[src/rtl/dslope_pkg.sv]
package dslope_pkg;
  typedef enum logic [1:0] {
    PH_AZ  = 2'd0,
    PH_INT = 2'd1,
    PH_DE  = 2'd2,
    PH_ZI  = 2'd3
  } phase_e;

  localparam int NUM_PHASES = 4;
endpackage

[src/rtl/dslope_phase_ctrl.sv]
module dslope_phase_ctrl
  import dslope_pkg::*;
#(
  parameter int INT_CYCLES = 10000,
  parameter int DE_MAX     = 20001,
  parameter int CW         = 16
) (
  input  logic          clk,
  input  logic          rst_n,
  input  logic          run_i,
  input  logic          cmp_i,
  input  logic [CW-1:0] az_len_i,
  input  logic [CW-1:0] zi_len_i,
  output phase_e        phase_o,
  output logic [CW-1:0] cnt_o,
  output logic          pol_o,
  output logic          de_done_o,
  output logic          de_ovr_o
);
  phase_e        ph_q;
  logic [CW-1:0] cnt_q;
  logic          pol_q;
  logic          last;
  logic          de_trip;
  logic          de_tmo;

  // run-down ends on a comparator change or when the slot is used up
  assign de_trip = (ph_q == PH_DE) && (cmp_i != pol_q);
  assign de_tmo  = (ph_q == PH_DE) && !de_trip && (cnt_q == CW'(DE_MAX - 1));

  always_comb begin
    unique case (ph_q)
      PH_AZ:   last = (cnt_q >= az_len_i - CW'(1));
      PH_INT:  last = (cnt_q == CW'(INT_CYCLES - 1));
      PH_DE:   last = de_trip || de_tmo;
      default: last = (cnt_q >= zi_len_i - CW'(1));
    endcase
  end

  always_ff @(posedge clk) begin
    if (!rst_n) begin
      ph_q  <= PH_AZ;
      cnt_q <= '0;
      pol_q <= 1'b0;
    end else if (last && (ph_q != PH_AZ || run_i)) begin
      ph_q  <= phase_e'(ph_q + 2'd1);
      cnt_q <= '0;
      if (ph_q == PH_INT) pol_q <= cmp_i;
    end else if (!last) begin
      cnt_q <= cnt_q + CW'(1);
    end
  end

  assign phase_o   = ph_q;
  assign cnt_o     = cnt_q;
  assign pol_o     = pol_q;
  assign de_done_o = de_trip || de_tmo;
  assign de_ovr_o  = de_tmo;
endmodule

[src/rtl/dslope_az_budget.sv]
module dslope_az_budget #(
  parameter int INT_CYCLES = 10000,
  parameter int DE_MAX     = 20001,
  parameter int ZI_NORM    = 200,
  parameter int ZI_OVR     = 6200,
  parameter int PERIOD     = 40002,
  parameter int CW         = 16
) (
  input  logic          clk,
  input  logic          rst_n,
  input  logic          de_done_i,
  input  logic          de_ovr_i,
  input  logic [CW-1:0] cnt_i,
  output logic [CW-1:0] az_len_o,
  output logic [CW-1:0] zi_len_o
);
  localparam int AZ_BASE = PERIOD - INT_CYCLES - DE_MAX - ZI_NORM;
  localparam int AZ_OVR  = PERIOD - INT_CYCLES - DE_MAX - ZI_OVR;

  logic [CW-1:0] az_q, zi_q;

  always_ff @(posedge clk) begin
    if (!rst_n) begin
      az_q <= CW'(AZ_BASE);
      zi_q <= CW'(ZI_NORM);
    end else if (de_done_i) begin
      if (de_ovr_i) begin
        az_q <= CW'(AZ_OVR);
        zi_q <= CW'(ZI_OVR);
      end else begin
        // unused run-down clocks move into zeroing
        az_q <= CW'(AZ_BASE + DE_MAX - 1) - cnt_i;
        zi_q <= CW'(ZI_NORM);
      end
    end
  end

  assign az_len_o = az_q;
  assign zi_len_o = zi_q;
endmodule

[src/rtl/dslope_result.sv]
module dslope_result #(
  parameter int DE_MAX    = 20001,
  parameter int UNDER_LIM = 1800,
  parameter int CW        = 16,
  parameter int RW        = 15
) (
  input  logic          clk,
  input  logic          rst_n,
  input  logic          de_done_i,
  input  logic          de_ovr_i,
  input  logic [CW-1:0] cnt_i,
  input  logic          pol_i,
  input  logic          ready_i,
  output logic          valid_o,
  output logic [RW-1:0] count_o,
  output logic          neg_o,
  output logic          ovr_o,
  output logic          under_o
);
  logic [RW-1:0] cnt_new;
  assign cnt_new = de_ovr_i ? RW'(DE_MAX) : RW'(cnt_i);

  always_ff @(posedge clk) begin
    if (!rst_n) begin
      valid_o <= 1'b0;
      count_o <= '0;
      neg_o   <= 1'b0;
      ovr_o   <= 1'b0;
      under_o <= 1'b0;
    end else if (de_done_i) begin
      valid_o <= 1'b1;
      count_o <= cnt_new;
      neg_o   <= !pol_i;
      ovr_o   <= de_ovr_i;
      under_o <= (cnt_new < RW'(UNDER_LIM));
    end else if (ready_i) begin
      valid_o <= 1'b0;
    end
  end
endmodule

[src/rtl/dslope_seq.sv]
module dslope_seq
  import dslope_pkg::*;
#(
  parameter int INT_CYCLES = 10000,
  parameter int DE_MAX     = 20001,
  parameter int ZI_NORM    = 200,
  parameter int ZI_OVR     = 6200,
  parameter int PERIOD     = 40002,
  parameter int UNDER_LIM  = 1800,
  localparam int CW        = $clog2(PERIOD + 1),
  localparam int RW        = $clog2(DE_MAX + 1)
) (
  input  logic          clk,
  input  logic          rst_n,
  input  logic          run_i,
  input  logic          cmp_i,
  output logic [3:0]    phase_o,
  output logic          busy_o,
  output logic          res_valid_o,
  input  logic          res_ready_i,
  output logic [RW-1:0] res_count_o,
  output logic          res_neg_o,
  output logic          res_ovr_o,
  output logic          res_under_o
);
  phase_e        ph;
  logic [CW-1:0] cnt, az_len, zi_len;
  logic          pol, de_done, de_ovr;

  dslope_phase_ctrl #(.INT_CYCLES(INT_CYCLES), .DE_MAX(DE_MAX), .CW(CW)) u_ctrl (
    .clk(clk), .rst_n(rst_n), .run_i(run_i), .cmp_i(cmp_i),
    .az_len_i(az_len), .zi_len_i(zi_len), .phase_o(ph), .cnt_o(cnt),
    .pol_o(pol), .de_done_o(de_done), .de_ovr_o(de_ovr));

  dslope_az_budget #(.INT_CYCLES(INT_CYCLES), .DE_MAX(DE_MAX), .ZI_NORM(ZI_NORM),
                     .ZI_OVR(ZI_OVR), .PERIOD(PERIOD), .CW(CW)) u_budget (
    .clk(clk), .rst_n(rst_n), .de_done_i(de_done), .de_ovr_i(de_ovr),
    .cnt_i(cnt), .az_len_o(az_len), .zi_len_o(zi_len));

  dslope_result #(.DE_MAX(DE_MAX), .UNDER_LIM(UNDER_LIM), .CW(CW), .RW(RW)) u_res (
    .clk(clk), .rst_n(rst_n), .de_done_i(de_done), .de_ovr_i(de_ovr),
    .cnt_i(cnt), .pol_i(pol), .ready_i(res_ready_i), .valid_o(res_valid_o),
    .count_o(res_count_o), .neg_o(res_neg_o), .ovr_o(res_ovr_o),
    .under_o(res_under_o));

  for (genvar g = 0; g < NUM_PHASES; g++) begin : g_phase
    assign phase_o[g] = (ph == phase_e'(g));
  end

  assign busy_o = (ph == PH_INT) || (ph == PH_DE);
endmodule

[config.mk]
export PLATFORM = sky130hd
export DESIGN_NAME = dslope_seq
export DESIGN_NICKNAME = d
export VERILOG_FILES = /design/src/rtl/dslope_pkg.sv /design/src/rtl/dslope_phase_ctrl.sv /design/src/rtl/dslope_az_budget.sv /design/src/rtl/dslope_result.sv /design/src/rtl/dslope_seq.sv
export SDC_FILE = /design/constraint.sdc
export NUM_CORES = 1
export LEC_CHECK = 0
export ABC_AREA = 0
export BUFFER_PORTS_ARGS = -buffer_cell sky130_fd_sc_hd__clkbuf_2
export CAP_MARGIN = 40
export CORE_ASPECT_RATIO = 1.2
export CORE_UTILIZATION = 25
export DETAILED_ROUTE_END_ITERATION = 6
export GPL_ROUTABILITY_DRIVEN = 0
export MAX_ROUTING_LAYER = met4
export SLEW_MARGIN = 10
export SYNTH_ARGS = -nofsm -noshare
export SYNTH_HDL_FRONTEND = slang
export SYNTH_SLANG_ARGS = --single-unit
[constraint.sdc]
create_clock -name clk -period 6.2 [get_ports clk]
set_input_delay 0.93 -clock clk [delete_from_list [all_inputs] [get_ports clk]]
set_output_delay 0.93 -clock clk [all_outputs]
set_load 0.01 [all_outputs]
==> tab_implementation.tex, run 1 <==
\begin{tabular}{lr}
\hline
Metric & Value \\
\hline
\multicolumn{2}{l}{\textbf{Worst setup path}} \\
\quad Most used cell, CP & sky130\_fd\_sc\_hd\_\_or4\_1 \\
\quad Worst-case register-to-register setup slack & about 2600 ps \\
\quad Source of the critical timing path & u\_budget.az\_len\_o[7] \\
\quad Cells along the critical path & or4\_1 > or4\_1 > xor2\_1 > ha\_1 > and3\_1 > a21oi\_1 > o2111a\_1 > o311ai\_1 > o21a\_2 > or4\_1 > o211ai\_1 \\
\quad Worst-path cell with the longest stage delay & sky130\_fd\_sc\_hd\_\_or4\_1 \\
\quad Reg2reg end & u\_ctrl.cnt\_o[13] \\
\quad Crit path capture & u\_ctrl.cnt\_o[13] \\
\quad Worst Path Class, Setup & reg2reg \\
\quad Origin of the critical flop-to-flop path & u\_budget.az\_len\_o[7] \\
\quad Top fanout value on the critical path & 30 \\
\quad Data arrival time of the critical path & between 3000 and 4000 ps \\
\quad Depth of the worst register-to-register path & 11 \\
\quad Category of the worst setup path launch point & flop \\
\quad Required @ worst endpoint & about 6400 ps \\
\quad Type of destination of the critical path & flop \\
\quad Slowest stage delay, CP & 580 ps \\
\multicolumn{2}{l}{\textbf{Min path}} \\
\quad Worst hold path stage count & 2 \\
\quad Tightest Hold Check Type & reg2reg \\
\multicolumn{2}{l}{\textbf{CTS}} \\
\quad Clock latency on the worst-skew pair & 290 ps \\
\quad TritonCTS clock tree & built \\
\quad Clock tree root buffer cell & sky130\_fd\_sc\_hd\_\_clkbuf\_16 \\
\quad Setup Buffers After CTS & 0 \\
\quad H-tree levels & 2 \\
\quad Buffer levels on the longest clock path & 2 \\
\quad CTS Sinks & 54 \\
\quad Hold-fix buffer count after cts & 0 \\
\quad Clock buffer count from CTS & 5 \\
\quad Number of gates resized after cts & 0 \\
\quad Clock transition at the registers of the reported paths & 70 ps \\
\multicolumn{2}{l}{\textbf{Placement}} \\
\quad Detailed placement HPWL & $\sim$6.4 mm \\
\quad Number of I/O port buffers & 28 \\
\quad Total instance count after detailed placement & 604 \\
\multicolumn{2}{l}{\textbf{Floorplan}} \\
\quad Placeable core region & around 0.013 sq mm \\
\quad Die Ht & between 100 and 150 um \\
\quad Die outline area & 0.01422 sq mm \\
\quad Starting density of the core & 25.84\% \\
\quad Placement row count & 46 \\
\quad Width of the chip & 109.0 um \\
\quad Top-level port count & 29 \\
\multicolumn{2}{l}{\textbf{Routing}} \\
\quad Total number of vias & 3176 \\
\quad Total routed wirelength & about 8.9 mm \\
\quad Antenna-violating nets left & 0 \\
\quad Number of vias per cell & 5.198 \\
\quad First-iteration detailed-routing DRC count & 187 \\
\quad Average wire per standard cell & between 10 and 15 um \\
\quad Remaining routing DRC violations & 0 \\
\quad Pre-antenna DRT Iters & 4 \\
\multicolumn{2}{l}{\textbf{Timing}} \\
\quad Final Setup Violations & 0 \\
\quad Clock skew & roughly 5.0 ps \\
\quad Fin crit period & 3634 ps \\
\quad Max Fclk & 275.2 MHz \\
\quad Setup TNS after final layout & 0 ps \\
\quad Slew Viols, Final & 0 \\
\quad Slew at the pin closest to its max-slew limit & around 770 ps \\
\quad Final worst path period share & 58.60\% \\
\quad Worst-case headroom to the max-slew limit & 48.54\% \\
\quad Smallest hold slack & approximately 460 ps \\
\quad Final hold viol count & 0 \\
\quad Setup repair after global routing missed its margin & false \\
\multicolumn{2}{l}{\textbf{Flow run}} \\
\quad Max\_cap viols & 0 \\
\multicolumn{2}{l}{\textbf{Finish}} \\
\quad Post-synthesis to final-layout area growth & 11.11\% \\
\quad Non-filler cells in the finished layout & approximately 600 \\
\quad Count of inserted antenna diode cells & 0 \\
\quad Fraction of layout cells with a size suffix above 1 & 9.255\% \\
\quad Number of fill cells in the layout & 1406 \\
\quad Utilization after layout & between 20\% and 30\% \\
\quad Count of nets after finishing & 479 \\
\multicolumn{2}{l}{\textbf{Power and ir drop}} \\
\quad Power density relative to cell area & 182.1 mW/mm\^{}2 \\
\quad Int Pwr & 0.0005464 W \\
\quad Static power due to leakage & between 1 and 1.5 nW \\
\quad Clock network fraction of design power & 45.5\% \\
\quad Switching Share & 21.39\% \\
\quad Relative contribution of combinational cells to total power & between 3 and 4\% \\
\quad Power spent charging and discharging nets & 0.0001487 W \\
\quad Peak supply drop & approximately 0.084 mV \\
\quad Sequential group share of total power & 50.7\% \\
\multicolumn{2}{l}{\textbf{Logic synthesis}} \\
\quad Synthesized netlist net count & 474 \\
\quad Number of synthesized flops with an enable pin & 0 \\
\quad Post-synth design cell area & 0.003436 sq mm \\
\quad Yosys top cell area share & 31.46\% \\
\quad Library cell occupying the most area in the post-synthesis netlist & sky130\_fd\_sc\_hd\_\_dfxtp\_1 \\
\quad Part of the Yosys area used for sequential elements & 31.46\% \\
\quad Post-synth cell types & 47 \\
\quad Yosys warning total & 0 \\
\quad Predominant post-synthesis flop cell & sky130\_fd\_sc\_hd\_\_dfxtp\_1 \\
\quad Number of register bits inferred by synthesis & 54 \\
\quad Synth top area cells & sky130\_fd\_sc\_hd\_\_dfxtp\_1 31\%, sky130\_fd\_sc\_hd\_\_ha\_1 11\%, sky130\_fd\_sc\_hd\_\_nand2\_1 6.6\% \\
\quad Mapped Cells & 438 \\
\quad Fraction of synthesis flops using an asynchronous set or reset pin & 0\% \\
\quad Post-Syn Area per Cell & 7.844 sq um \\
\multicolumn{2}{l}{\textbf{Global routing}} \\
\quad Number of global-route vias before repair & around 2900 \\
\quad First-pass GRT wire length & 14.82 mm \\
\quad Aggregate global routing overflow & 0 \\
\quad Initial antenna violation count & 0 \\
\quad Maximum number of pins on one net before global-route repair & 38 \\
\quad Overall global routing resource usage & 13.52\% \\
\multicolumn{2}{l}{\textbf{Status}} \\
\quad Run status & completed \\
\hline
\end{tabular}
==> cell usage in the layout, fill, tap and decap left out, drive strengths merged, types with 2 or more instances in the layout <==
master / synthesis / layout
nand2: 60 / 60
dfxtp: 54 / 54
nand3: 34 / 34
a21oi: 34 / 34
clkbuf: 23 / 33
ha: 31 / 31
nor2: 28 / 28
xnor2: 16 / 16
inv: 15 / 15
o21ai: 15 / 15
xor2: 11 / 11
or3: 11 / 11
a31oi: 11 / 11
or4: 9 / 9
a41o: 8 / 8
nor3: 7 / 7
nand4: 7 / 7
nor2b: 5 / 5
a211oi: 5 / 5
o211ai: 5 / 5
and2: 4 / 4
buf: 11 / 4
nor4: 3 / 3
and3: 3 / 3
mux2i: 3 / 3
a22oi: 3 / 3
o22ai: 3 / 3
nand3b: 2 / 2
a21o: 2 / 2
nand2b: 2 / 2
o21a: 2 / 2
==> cells by family (layout without fill, tap and decap cells) <==
logic type / after synthesis / after routing / share of synthesized area [%]
AOI/OAI and AO/OA: 95 / 95 / 17.66
xor gates and xnor gates: 27 / 27 / 6.883
adders and majority gates: 31 / 31 / 11.29
buffers and inverters: 49 / 54 / 6.373
DFF: 54 / 54 / 31.46
muxes: 4 / 4 / 1.202
and+or+nand+nor: 178 / 178 / 25.13
==> registers in the layout, indices dropped and copies added (netlist names) <==
| name | flops |
|---|---|
| u_budget.az_len_o | 15 |
| u_budget.zi_len_o | 2 |
| u_ctrl.cnt_o | 16 |
| u_ctrl.phase_o | 2 |
| u_ctrl.pol_o | 1 |
| u_res.count_o | 15 |
| u_res.neg_o | 1 |
| u_res.under_o | 1 |
| u_res.valid_o | 1 |
==> stage by stage <==
stage                     power (W)  instance area [sq um]  setup WS [ps]
after floorplan           0.0003783                   3436           2986
after global placement    0.0003853                   3646           2704
after detailed placement  0.0003865                   3654           2617
after CTS                 0.0007011                   3817           2556
after global routing      0.0007212                   3817           2305
final                     0.0006950                   3817           2567
==> cell type report <==
cell class	count	area [sq um]	area share (%)
Clock inverter	2	38.79	1.016
Timing Repair Buffer	32	170.2	4.458
Multi-Input combinational cell	335	2136	55.95
Sequential cell	54	1081	28.32
Inverter	15	56.30	1.475
Clock buffer	5	125.1	3.278
Tap cell	168	210.2	5.506
==> per-layer routing <==
layer / GRT usage [%] / part of all wire (%) / vias up
met5: - / 0 / -
met4: 3.895 / 1.7 / 0
met3: 2.282 / 3.8 / 15
met2: 22.23 / 48 / 66
met1: 16.91 / 46 / 1516
li1: - / - / 1579
==> worst min path at each step <==
stage | to | startpoint
floorplan | u_budget.zi_len_o[7] | u_budget.zi_len_o[7]
detailed placement | u_res.count_o[5] | u_res.count_o[5]
global placement | u_res.count_o[5] | u_res.count_o[5]
global route | u_res.count_o[11] | u_res.count_o[11]
CTS | u_res.count_o[5] | u_res.count_o[5]
finish | u_res.count_o[5] | u_res.count_o[5]
==> power by group through the flow <==
stage               Combinational [W]  Clock [W]  Sequential [W]
finish                      0.0000265   0.000316        0.000352
global route                0.0000297   0.000339        0.000353
CTS                         0.0000263   0.000323        0.000352
detailed placement          0.0000261          0        0.000360
global placement            0.0000250          0        0.000360
floorplan                   0.0000199          0        0.000358
==> synthesized netlist by cell type (14+ instances only) <==
cell	instances
sky130_fd_sc_hd__nand2_1	60
sky130_fd_sc_hd__nand3_1	34
sky130_fd_sc_hd__nor2_1	28
sky130_fd_sc_hd__inv_1	15
sky130_fd_sc_hd__ha_1	31
sky130_fd_sc_hd__xnor2_1	16
sky130_fd_sc_hd__dfxtp_1	54
sky130_fd_sc_hd__a21oi_1	34
sky130_fd_sc_hd__clkbuf_1	23
sky130_fd_sc_hd__o21ai_0	14
==> worst max-delay path, delay by kind of cell (launching register included) <==
kind | cells | cell delay [ps]
AO/OA/AOI/OAI | 5 | 960
flip-flops | 1 | 340
adder cells (fa/ha/maj) | 1 | 290
AND/OR/NAND/NOR | 4 | 1790
XOR/XNOR | 1 | 170
Note: power is estimated with default switching activity, not from simulation.
==> run 2, diff against run 1 <==
- clock period: 6.2 -> 3.59 ns (I/O delays scaled with it)
==> tab_implementation.tex, run 2 (synthesis results as in run 1) <==
\begin{tabular}{lr}
\hline
Metric & Value \\
\hline
\multicolumn{2}{l}{\textbf{Timing}} \\
\quad Slew Viols, Final & 0 \\
\quad Setup repair after global routing missed its margin & false \\
\quad Final hold viol count & 0 \\
\quad Setup TNS after final layout & 0 ps \\
\quad Final Setup Violations & 0 \\
\quad Clock skew & 9.609 ps \\
\quad Worst-case headroom to the max-slew limit & 46.74\% \\
\quad Max Fclk & 287.0 MHz \\
\quad Slew at the pin closest to its max-slew limit & 798.9 ps \\
\quad Fin crit period & 3484 ps \\
\quad Final worst path period share & 97.04\% \\
\multicolumn{2}{l}{\textbf{Floorplan}} \\
\quad Die outline area & 0.01422 sq mm \\
\quad Width of the chip & 109.0 um \\
\quad Die Ht & 130.4 um \\
\quad Starting density of the core & between 20 and 30\% \\
\quad Placement row count & 46 \\
\quad Placeable core region & 0.01330 sq mm \\
\quad Top-level port count & 29 \\
\multicolumn{2}{l}{\textbf{Finish}} \\
\quad Count of inserted antenna diode cells & 0 \\
\quad Post-synthesis to final-layout area growth & 14.02\% \\
\quad Count of nets after finishing & 491 \\
\quad Commonest cells after routing, fill and taps aside & 60 x sky130\_fd\_sc\_hd\_\_nand2\_1, 54 x sky130\_fd\_sc\_hd\_\_dfxtp\_1, 34 x sky130\_fd\_sc\_hd\_\_nand3\_1, 34 x sky130\_fd\_sc\_hd\_\_a21oi\_1, 31 x sky130\_fd\_sc\_hd\_\_ha\_1 \\
\quad Post-Layout Inst Area & just under 0.004 sq mm \\
\quad Most frequent standard cell in the layout excluding fill and tap cells & sky130\_fd\_sc\_hd\_\_nand2\_1 \\
\quad Fraction of layout cells with a size suffix above 1 & between 10\% and 20\% \\
\quad Number of fill cells in the layout & between 1000 and 1500 \\
\quad Utilization after layout & 29.47\% \\
\quad Number of flip-flops under the largest register name & 16 \\
\multicolumn{2}{l}{\textbf{Worst setup path}} \\
\quad Cell family with most CP delay & simple AND/OR/NAND/NOR gates \\
\quad Data arrival time of the critical path & 3710 ps \\
\quad Worst Path Class, Setup & reg2reg \\
\quad Buffers plus inverters on the worst setup path & 1 \\
\quad Slowest stage delay, CP & 560 ps \\
\quad Worst-path cell with the longest stage delay & sky130\_fd\_sc\_hd\_\_or4\_4 \\
\quad Category of the worst setup path launch point & flop \\
\quad Top fanout value on the critical path & 5 \\
\quad Required @ worst endpoint & 3810 ps \\
\quad Cells along the critical path & or4\_4 > or4\_1 > xor2\_1 > ha\_1 > and3\_1 > nand3\_1 > o2111a\_1 > o311ai\_2 > o21a\_2 > buf\_4 > or3\_1 > a31oi\_1 \\
\quad Type of destination of the critical path & flop \\
\multicolumn{2}{l}{\textbf{Routing}} \\
\quad Average wire per standard cell & 14.87 um \\
\quad First-iteration detailed-routing DRC count & 199 \\
\quad Total number of vias & 3276 \\
\quad Remaining routing DRC violations & 0 \\
\quad Pre-antenna DRT Iters & 5 \\
\quad Antenna-violating nets left & 0 \\
\quad Total routed wirelength & just over 9 mm \\
\quad Number of vias per cell & approximately 5.3 \\
\multicolumn{2}{l}{\textbf{Power and ir drop}} \\
\quad Clock network fraction of design power & 44.0\% \\
\quad Static power due to leakage & 1.547 nW \\
\quad Relative contribution of combinational cells to total power & 4.0\% \\
\quad Sequential group share of total power & 52.0\% \\
\quad Int Pwr & 0.0008982 W \\
\quad Peak supply drop & 0.2105 mV \\
\quad Power spent charging and discharging nets & 0.0002717 W \\
\quad Power density relative to cell area & 298.6 mW/mm\^{}2 \\
\quad Switching Share & 23.23\% \\
\multicolumn{2}{l}{\textbf{CTS}} \\
\quad CTS Sinks & 54 \\
\quad Hold-fix buffer count after cts & 0 \\
\quad Clock transition at the registers of the reported paths & about 80 ps \\
\quad Clock latency on the worst-skew pair & 300 ps \\
\quad Clock tree root buffer cell & sky130\_fd\_sc\_hd\_\_clkbuf\_16 \\
\quad TritonCTS clock tree & built \\
\quad Buffer levels on the longest clock path & 2 \\
\quad Clock buffer count from CTS & 5 \\
\quad H-tree levels & 2 \\
\multicolumn{2}{l}{\textbf{Placement}} \\
\quad Detailed placement HPWL & around 6.5 mm \\
\quad Number of I/O port buffers & 28 \\
\quad Cell area reported after detailed placement & 0.003706 sq mm \\
\multicolumn{2}{l}{\textbf{Min path}} \\
\quad Tightest Hold Check Type & reg2reg \\
\multicolumn{2}{l}{\textbf{Global routing}} \\
\quad Number of global-route vias before repair & 2984 \\
\quad Overall global routing resource usage & 13.79\% \\
\quad First-pass GRT wire length & 15.03 mm \\
\quad Aggregate global routing overflow & 0 \\
\quad Maximum number of pins on one net before global-route repair & 37 \\
\quad Initial antenna violation count & 0 \\
\multicolumn{2}{l}{\textbf{Flow run}} \\
\quad Max\_cap viols & 0 \\
\multicolumn{2}{l}{\textbf{Status}} \\
\quad Run status & completed \\
\hline
\end{tabular}
[run 2: changes by cell type in the layout (fill, tap and decap cells not counted), sizes merged]
cell / change
buf: +11
bufinv: -1
clkbuf: +1
clkinv: -1
clkinvlp: +1
inv: +1
o21a: +1
[run 2: path summary, 6_finish.rpt]
check | startpoint | end | slack, ps | depth (start not counted)
worst min register to register | u_res.count_o[5] | u_res.count_o[5] | 460 | 2
worst min-delay path | u_res.count_o[5] | u_res.count_o[5] | 460 | 2
worst max-delay path | u_budget.az_len_o[7] | u_ctrl.cnt_o[6] | 110 | 12
worst max register to register | u_budget.az_len_o[7] | u_ctrl.cnt_o[6] | 110 | 12
[run 2: timing repair]
item	in CTS	in global routing
buffers inserted	0	4
gates resized for setup	0	4
setup endpoints to repair	0	11
[run 2: metrics by stage]
| stage | worst slack [ps] | power, W | hold slack, ps | cells |
|---|---|---|---|---|
| floorplan | 376.3 | 0.0006533 | 441.2 | 438 |
| global placement | 191.5 | 0.0006676 | 443.6 | 611 |
| detailed placement | 120.0 | 0.0006697 | 448.3 | 611 |
| CTS | 101.7 | 0.001179 | 459.4 | 619 |
| global route | 0.7896 | 0.001211 | 488.0 | 624 |
| finish | 106.1 | 0.001170 | 456.2 | 624 |
[run 2: power by group through the flow]
stage                     Clock, W  Combinational [W]  Sequential, W
after detailed placement         0          0.0000469       0.000623
after global placement           0          0.0000455       0.000622
final                     0.000515          0.0000465       0.000609
after CTS                 0.000524          0.0000471       0.000609
after floorplan                  0          0.0000343       0.000619
after global routing      0.000549          0.0000528       0.000610
[run 2: layout make-up]
cell class | instances | area, sq um | area share [%]
clock buffers | 6 | 138.9 | 3.545
clock inverters | 2 | 16.27 | 0.4152
inverters | 15 | 56.30 | 1.437
multi-input cells | 336 | 2162 | 55.19
flip-flops and latches | 54 | 1081 | 27.60
well taps | 168 | 210.2 | 5.366
repair buffers | 43 | 252.7 | 6.452
[run 2: worst min-delay path, cell delays in order, from the launching register on]
cell                      delay [ps]
sky130_fd_sc_hd__dfxtp_1         310
sky130_fd_sc_hd__nand2_1          50
sky130_fd_sc_hd__a21oi_1          50
[run 2: metal layers]
| metal | part of all wire (%) | vias up | global-route usage, % | routed length, um |
|---|---|---|---|---|
| li1 | - | 1602 | - | - |
| met1 | 45 | 1572 | 17.01 | 4168 |
| met2 | 48 | 85 | 23.09 | 4489 |
| met3 | 4.8 | 17 | 2.133 | 445 |
| met4 | 1.9 | 0 | 4.054 | 176 |
| met5 | 0 | - | - | 0 |
==> run 3, diff against run 2 <==
- clock period: 3.59 -> 4.5 ns (I/O delays scaled with it)
==> tab_implementation.tex, run 3 (synthesis results as in run 1) <==
\begin{tabular}{lr}
\hline
Metric & Value \\
\hline
\multicolumn{2}{l}{\textbf{Status}} \\
\quad Run status & completed \\
\multicolumn{2}{l}{\textbf{Timing}} \\
\quad Final worst path period share & 79.78\% \\
\quad Final Setup Violations & 0 \\
\quad Max Fclk & 278.6 MHz \\
\quad Slew at the pin closest to its max-slew limit & 800.1 ps \\
\quad Final hold viol count & 0 \\
\quad Setup TNS after final layout & 0 ps \\
\quad Clock skew & 5.111 ps \\
\quad Slew Viols, Final & 0 \\
\quad Setup repair after global routing missed its margin & false \\
\quad Worst setup slack after layout & 910.1 ps \\
\quad Fin crit period & 3590 ps \\
\quad Worst-case headroom to the max-slew limit & 46.66\% \\
\multicolumn{2}{l}{\textbf{Routing}} \\
\quad Antenna-violating nets left & 0 \\
\quad Total number of vias & 3100 \\
\quad Total routed wirelength & between 8 and 9 mm \\
\quad Average wire per standard cell & between 10 and 15 um \\
\quad Pre-antenna DRT Iters & 4 \\
\quad Remaining routing DRC violations & 0 \\
\quad First-iteration detailed-routing DRC count & approximately 200 \\
\quad Number of vias per cell & just over 5 \\
\multicolumn{2}{l}{\textbf{CTS}} \\
\quad Clock buffer count from CTS & 5 \\
\quad Clock tree root buffer cell & sky130\_fd\_sc\_hd\_\_clkbuf\_16 \\
\quad Number of gates resized after cts & 0 \\
\quad Hold-fix buffer count after cts & 0 \\
\quad TritonCTS clock tree & built \\
\quad H-tree levels & 2 \\
\quad Clock latency on the worst-skew pair & 290 ps \\
\quad Setup Buffers After CTS & 0 \\
\quad Buffer levels on the longest clock path & 2 \\
\quad CTS Sinks & 54 \\
\quad Clock transition at the registers of the reported paths & 70 ps \\
\multicolumn{2}{l}{\textbf{Finish}} \\
\quad Commonest cells after routing, fill and taps aside & 60 x sky130\_fd\_sc\_hd\_\_nand2\_1, 54 x sky130\_fd\_sc\_hd\_\_dfxtp\_1, 34 x sky130\_fd\_sc\_hd\_\_nand3\_1, 34 x sky130\_fd\_sc\_hd\_\_a21oi\_1, 31 x sky130\_fd\_sc\_hd\_\_ha\_1 \\
\quad Count of inserted antenna diode cells & 0 \\
\quad Post-Layout Inst Area & 0.003841 sq mm \\
\quad Fraction of layout cells with a size suffix above 1 & 9.255\% \\
\quad Number of fill cells in the layout & around 1400 \\
\quad Count of nets after finishing & 479 \\
\quad Number of flip-flops under the largest register name & 16 \\
\quad Post-synthesis to final-layout area growth & 11.80\% \\
\quad Most frequent standard cell in the layout excluding fill and tap cells & sky130\_fd\_sc\_hd\_\_nand2\_1 \\
\multicolumn{2}{l}{\textbf{Worst setup path}} \\
\quad Worst-path cell with the longest stage delay & sky130\_fd\_sc\_hd\_\_or4\_1 \\
\quad Data arrival time of the critical path & 3810 ps \\
\quad Required @ worst endpoint & about 4700 ps \\
\quad Type of destination of the critical path & flop \\
\quad Slowest stage delay, CP & 570 ps \\
\quad Top fanout value on the critical path & 30 \\
\quad Cells along the critical path & or4\_1 > or4\_1 > xor2\_1 > ha\_1 > and3\_1 > a21oi\_1 > o2111a\_1 > o311ai\_1 > o21a\_2 > or4\_1 > o211ai\_1 \\
\quad Most used cell, CP & sky130\_fd\_sc\_hd\_\_or4\_1 \\
\quad Worst Path Class, Setup & reg2reg \\
\quad Category of the worst setup path launch point & flop \\
\multicolumn{2}{l}{\textbf{Flow run}} \\
\quad Max\_cap viols & 0 \\
\multicolumn{2}{l}{\textbf{Floorplan}} \\
\quad Placeable core region & roughly 0.013 sq mm \\
\quad Width of the chip & 109.0 um \\
\quad Placement row count & 46 \\
\quad Top-level port count & 29 \\
\quad Die Ht & 130.4 um \\
\quad Die outline area & $\sim$0.014 sq mm \\
\quad Starting density of the core & about a quarter \\
\multicolumn{2}{l}{\textbf{Global routing}} \\
\quad Maximum number of pins on one net before global-route repair & 38 \\
\quad Number of global-route vias before repair & 2891 \\
\quad Initial antenna violation count & 0 \\
\quad First-pass GRT wire length & 14.28 mm \\
\quad Aggregate global routing overflow & 0 \\
\quad Overall global routing resource usage & a little over an eighth \\
\multicolumn{2}{l}{\textbf{Power and ir drop}} \\
\quad Static power due to leakage & 1.500 nW \\
\quad Power density relative to cell area & 250.2 mW/mm\^{}2 \\
\quad Peak supply drop & roughly 0.13 mV \\
\multicolumn{2}{l}{\textbf{Placement}} \\
\quad Cell area reported after detailed placement & 0.003677 sq mm \\
\quad Number of I/O port buffers & 28 \\
\quad Detailed placement HPWL & 6.418 mm \\
\quad Post-place setup slack & 919.6 ps \\
\multicolumn{2}{l}{\textbf{Min path}} \\
\quad Tightest Hold Check Type & reg2reg \\
\hline
\end{tabular}
run 3: metrics by stage:
stage / std cells / total power, W / hold slack [ps] / utilization (%)
floorplan: 438 / 0.0005212 / 441.2 / -
global placement: 602 / 0.0005301 / 441.9 / 27.37
detailed placement: 604 / 0.0005349 / 442.1 / 27.66
CTS: 611 / 0.0009717 / 452.3 / 28.89
global route: 611 / 0.0009932 / 470.3 / 28.89
finish: 611 / 0.0009610 / 451.9 / 28.89
run 3: report_power, final:
part / total, W / internal, W / switching [W]
registers: 0.000485 / 0.000480 / 0.00000547
clock network: 0.000437 / 0.000261 / 0.000176
logic: 0.0000388 / 0.0000143 / 0.0000245
run 3: path summary, 6_finish.rpt:
check                       start  cells past startpoint  slack (ps)               end
max reg2reg  u_budget.az_len_o[8]                     11         910  u_ctrl.cnt_o[13]
max          u_budget.az_len_o[8]                     11         910  u_ctrl.cnt_o[13]
min              u_res.count_o[5]                      2         450  u_res.count_o[5]
min reg2reg      u_res.count_o[5]                      2         450  u_res.count_o[5]
run 3: metal layers:
layer | vias to the layer above | GRT usage, % | wire length (um)
met5 | - | - | 0
li1 | 1566 | - | -
met1 | 1469 | 15.79 | 3941
met2 | 59 | 22.57 | 4473
met4 | 0 | 3.100 | 72
met3 | 6 | 2.282 | 360
run 3: critical path: cells and delay by family, from the launching register on:
family                     cells  cell delay, ps
and+or+nand+nor                4            1780
xor gates and xnor gates       1             160
adders and majority gates      1             290
DFF                            1             350
AOI/OAI and AO/OA              5             930
run 3: final cells by class:
type                       instances  area (sq um)  area share (%)
tap                              168         210.2           5.472
inverter                          15         56.30           1.466
clock buffer                       5         125.1           3.257
sequential                        54          1081           28.14
clock inverter                     2         38.79           1.010
timing repair buffer              32         193.9           5.049
multi-input combinational        335          2136           55.60
